[src/rtl/presc_evcnt.sv]
module presc_evcnt #(
  parameter int W = 32
) (
  input  logic         clk,
  input  logic         rst_n,
  input  logic         tick,
  input  logic         ld_reload,
  input  logic         ld_count,
  input  logic         ld_events,
  input  logic [W-1:0] wr_data,
  output logic [W-1:0] count_o,
  output logic [W-1:0] events_o
);

  localparam logic [W-1:0] ZERO = '0;
  localparam logic [W-1:0] ONE  = W'(1);

  logic [W-1:0] reload_q, count_q, events_q;
  logic         at_zero, wrap_tick;

  assign at_zero   = (count_q == ZERO);
  assign wrap_tick = tick & at_zero;
  assign count_o   = count_q;
  assign events_o  = events_q;

  always_ff @(posedge clk) begin
    if (!rst_n)         reload_q <= ZERO;
    else if (ld_reload) reload_q <= wr_data;
  end

  always_ff @(posedge clk) begin
    if (!rst_n)         count_q <= ZERO;
    else if (ld_count)  count_q <= wr_data;
    else if (wrap_tick) count_q <= reload_q;
    else if (tick)      count_q <= count_q - ONE;
  end

  always_ff @(posedge clk) begin
    if (!rst_n)         events_q <= ZERO;
    else if (ld_events) events_q <= wr_data;
    else if (wrap_tick) events_q <= events_q + ONE;
  end

  AST_RESET_CLEAR: assert property (@(posedge clk)
    !rst_n |=> (count_o == ZERO && events_o == ZERO));

  AST_DEC_ONE: assert property (@(posedge clk) disable iff (!rst_n)
    (tick && !ld_count && count_o != ZERO) |=> count_o == $past(count_o) - ONE);

  AST_RELOAD_AT_ZERO: assert property (@(posedge clk) disable iff (!rst_n)
    (tick && !ld_count && count_o == ZERO) |=> count_o == $past(reload_q));

  AST_EVENT_STEP: assert property (@(posedge clk) disable iff (!rst_n)
    (tick && !ld_events && count_o == ZERO) |=> events_o == $past(events_o) + ONE);

  AST_IDLE_HOLD: assert property (@(posedge clk) disable iff (!rst_n)
    (!tick && !ld_count && !ld_events) |=> ($stable(count_o) && $stable(events_o)));

  AST_LOAD_WINS: assert property (@(posedge clk) disable iff (!rst_n)
    ld_count |=> count_o == $past(wr_data));

  AST_EVENT_QUIET: assert property (@(posedge clk) disable iff (!rst_n)
    (!ld_events && !(tick && count_o == ZERO)) |=> $stable(events_o));

endmodule

[config.mk]
export PLATFORM = sky130hd
export DESIGN_NAME = presc_evcnt
export DESIGN_NICKNAME = d
export VERILOG_FILES = /design/src/rtl/presc_evcnt.sv
export SDC_FILE = /design/constraint.sdc
export NUM_CORES = 1
export LEC_CHECK = 0
export CELL_PAD_IN_SITES_DETAIL_PLACEMENT = 1
export CELL_PAD_IN_SITES_GLOBAL_PLACEMENT = 1
export CORE_MARGIN = 1
export CORE_UTILIZATION = 35
export CTS_BUF_LIST = sky130_fd_sc_hd__clkbuf_8
export DETAILED_ROUTE_END_ITERATION = 10
export PLACE_DENSITY = 0.84
export SLEW_MARGIN = 20
export SYNTH_ARGS = -nofsm -noshare
export SYNTH_HDL_FRONTEND = slang
export SYNTH_SLANG_ARGS = --single-unit
[constraint.sdc]
create_clock -name clk -period 2.83 [get_ports clk]
set_clock_uncertainty 0.05 [all_clocks]
set_input_delay 0.7075 -clock clk [delete_from_list [all_inputs] [get_ports clk]]
set_output_delay 0.7075 -clock clk [all_outputs]
set_load 0.02 [all_outputs]
==> run_results.csv <==
group,metric,value,unit
clocking,numCtsBuffers,9,
synth,yosysTopAreaCell,"dfxtp_1",
power_and_ir_drop,p_sw,0.001106,W
clocking,clock_latency,390,ps
placement,hpwl,14770,um
grt,grt_first_pass_wirelength,33130,um
floorplanning,die_w,125.9,um
timing,rsz0062_at_grt,"no",
clocking,clk_path_buf_depth,2,
clocking,root_buffer,"clkbuf_8",
finish,num-fill-cells,1794,
detailed_routing,totalWireLength,20740,um
detailed_routing,drt-wirelength-per-cell,21.23,um
finish,nets,828,
critical_path,cp-start-kind,"input port",
synth,ys_async_sr_fraction,0,%
timing,fin_crit_sh,97.32,%
floorplanning,io_pins,102,
clocking,cts_htree_levels,3,
synth,synth-compound-area-share,19.76,%
worst_hold_path,hold_path.class,"flip-flop to flip-flop",
detailed_routing,drc,0,
power_and_ir_drop,internal_power,0.002323,W
critical_path,r2r-start,"count_o[0]",
synth,ys_ff_latch,96,
clocking,clk_pin_slew,90,ps
detailed_routing,antenna_left,0,
grt,grt_overflow,0,
timing,post-route-min-period,2754,ps
grt,antenna_found_initial,0,
synth,synthSimpleGateAreaFrac,29.39,%
synth,synthesis.area,5369,um^2
flow_run,maxCapViolations,0,
clocking,cts_tree,"done",
critical_path,arrival,3010,ps
power_and_ir_drop,fin_total_pwr,0.003429,W
synth,synthMuxAreaShare,6.712,%
finish,syn_to_final_growth,32.04,%
synth,synth_nets,716,
synth,synth-xor-area-share,2.936,%
detailed_routing,dr.pass1.iters,5,
synth,synth_top_family_by_area,"simple AND/OR/NAND/NOR gates",
floorplanning,fp.dieH,125.9,um
critical_path,regToRegEndpoint,"events_o[31]",
synth,avgSynthCellArea,7.942,um^2
synth,synth-warning-count,0,
critical_path,reg2regPathDepth,9,
synth,synth.area.top_cells,"dfxtp_1 (36%), mux2i_1 (6.7%), nor2_1 (4.7%)",
floorplanning,rows,44,
finish,num_antenna_cells,0,
detailed_routing,drt_iter0_drc,514,
timing,slew_violations,0,
floorplanning,die-area,15840,um^2
power_and_ir_drop,leakagePower,2.670,nW
worst_hold_path,hold_depth,2,
synth,synth_adder_area_share,0.4661,%
critical_path,critical_path_class,"input port to flip-flop",
synth,synth-edff-count,0,
grt,grt_usage,26.31,%
critical_path,r2r_slack,80,ps
clocking,cts.sinks,96,
outcome,status,"completed",
grt,grt_pass1_vias,6192,
power_and_ir_drop,clock_power_share,29.5,%
synth,ys_seq_area_share,35.80,%
placement,gp_congestion,0.8440,
timing,tns,0,ps
placement,io_buffer_count,101,
timing,relSlewSlack,40.33,%
critical_path,required,3090,ps
detailed_routing,viasPerCell,6.219,
synth,synth_ff_type,"dfxtp_1",
synth,synth_top_area_share,35.80,%
power_and_ir_drop,powerDensity,483.7,nW/um^2
synth,synth_cell_types,52,
timing,hold_viol,0,
timing,tightest_slew,894.0,ps
power_and_ir_drop,p_sw_share,32.25,%
power_and_ir_drop,comb_power_share,25.4,%
timing,max_freq,363.1,MHz
grt,grt_max_degree,47,
worst_hold_path,min_to,"reload_q[15]",
critical_path,cp-end-kind,"flip-flop",
power_and_ir_drop,ir_drop,204.7,uV
worst_hold_path,min-delay-start,"reload_q[15]",
timing,finalSetupViolCount,0,
power_and_ir_drop,pwr-share-seq,45.1,%
finish,drive_gt1_share,10.72,%
detailed_routing,vias,6076,
floorplanning,start_util,36.39,%
clocking,cts_setup_buffers,0,
synth,syn-instance-count,676,
clocking,ctsHoldBuffers,0,
floorplanning,coreArea,14750,um^2
critical_path,cp_max_fo,26,
==> power groups by stage <==
stage	Clock (W)	Combinational [W]	Sequential (W)
CTS	0.00102	0.000859	0.00154
global placement	0	0.000816	0.00156
global route	0.00108	0.000932	0.00156
finish	0.00101	0.000872	0.00155
detailed placement	0	0.000844	0.00157
floorplan	0	0.000376	0.00163
==> layer usage <==
metal	vias up	wire length, um	GRT usage, %
met2	215	9997	43.63
met4	0	427	10.70
met3	37	1008	3.738
met5	-	0	0
met1	3039	9303	34.40
li1	2785	-	-
==> placed cells by master, fill, tap and decap left out, drive strengths merged, types with 3 or more instances in the layout <==
master           n
a211oi           6
a21oi           44
a31oi           20
and2             4
and3            30
and4             7
buf             55
clkbuf          13
clkdlybuf4s50  100
dfxtp           96
inv             14
mux2i           36
nand2           22
nand3           30
nand3b           3
nand4           17
nor2            67
nor3            32
nor3b            7
nor4            27
nor4b            4
o2111ai          4
o211ai           5
o21ai           48
o22ai           11
o31a             3
o31ai           15
o32ai            6
or2              5
or4             22
xnor2            9
xor2             9
==> cells in the mapped netlist, types with 5 or more instances <==
cell type / n
inv_1: 14
buf_1: 5
or2_2: 5
and4_1: 7
a31oi_1: 20
a211oi_1: 6
clkbuf_1: 46
nand3_1: 30
xor2_1: 9
and3_1: 30
o211ai_1: 5
o21ai_0: 42
nor3b_1: 7
o32ai_1: 6
dfxtp_1: 96
nand2_1: 22
mux2i_1: 36
nor4_1: 25
nor2_1: 67
o21ai_1: 6
or4_1: 21
nand4_1: 17
xnor2_1: 9
a21oi_1: 44
o22ai_1: 11
o31ai_1: 15
nor3_1: 31
==> registers in the layout, indices dropped and copies added, names as in the netlist <==
register  count
events_o     32
count_o      32
reload_q     32
==> cells by family after synthesis <==
group / count (synthesis)
DFF: 96
AOI/OAI and AO/OA: 173
xor gates and xnor gates: 18
and+or+nand+nor: 283
adders and majority gates: 2
buffers and inverters: 68
muxes: 36
==> worst max-delay path by stage <==
stage | startpoint | endpoint | cells after the start
detailed placement | tick | events_o[7] | 8
floorplan | count_o[0] | events_o[31] | 7
finish | tick | events_o[7] | 8
global route | count_o[0] | events_o[31] | 9
CTS | count_o[0] | events_o[31] | 9
global placement | tick | events_o[17] | 8
==> worst max-delay path: stages <==
cell and delay, ps:
clkdlybuf4s50_1 560, nor3b_1 260, buf_4 170, and3_1 200, nand4_1 120, buf_4 240
or4_1 540, a31oi_1 210
==> layout make-up <==
class | count | area (um^2) | area share, %
Multi-Input combinational cell | 512 | 3219 | 45.41
Sequential cell | 96 | 1922 | 27.11
Timing Repair Buffer | 155 | 1448 | 20.42
Tap cell | 184 | 230.2 | 3.247
Clock buffer | 13 | 178.9 | 2.524
Inverter | 14 | 52.55 | 0.7413
Clock inverter | 3 | 38.79 | 0.5471
==> metrics by stage <==
| step | setup slack (ps) | cells | hold slack [ps] | area [um^2] | utilization (%) |
|---|---|---|---|---|---|
| 6_report | 75.92 | 977 | 453.2 | 7089 | 48.05 |
| 5_1_grt | 29.44 | 977 | 491.1 | 7089 | 48.05 |
| 4_1_cts | 28.70 | 977 | 459.6 | 7064 | 47.88 |
| 3_5_place_dp | -267.2 | 961 | 438.8 | 6823 | 46.24 |
| 3_3_place_gp | -53.87 | 961 | 411.2 | 6823 | 46.24 |
| 2_1_floorplan | 83.82 | 676 | 400.9 | 5369 | - |
==> repair_timing <==
action,CTS,global route
setup endpoints to repair,6,9
resized for setup,6,4
pin swaps,1,1
No activity file was read; power rests on OpenSTA's default activity.
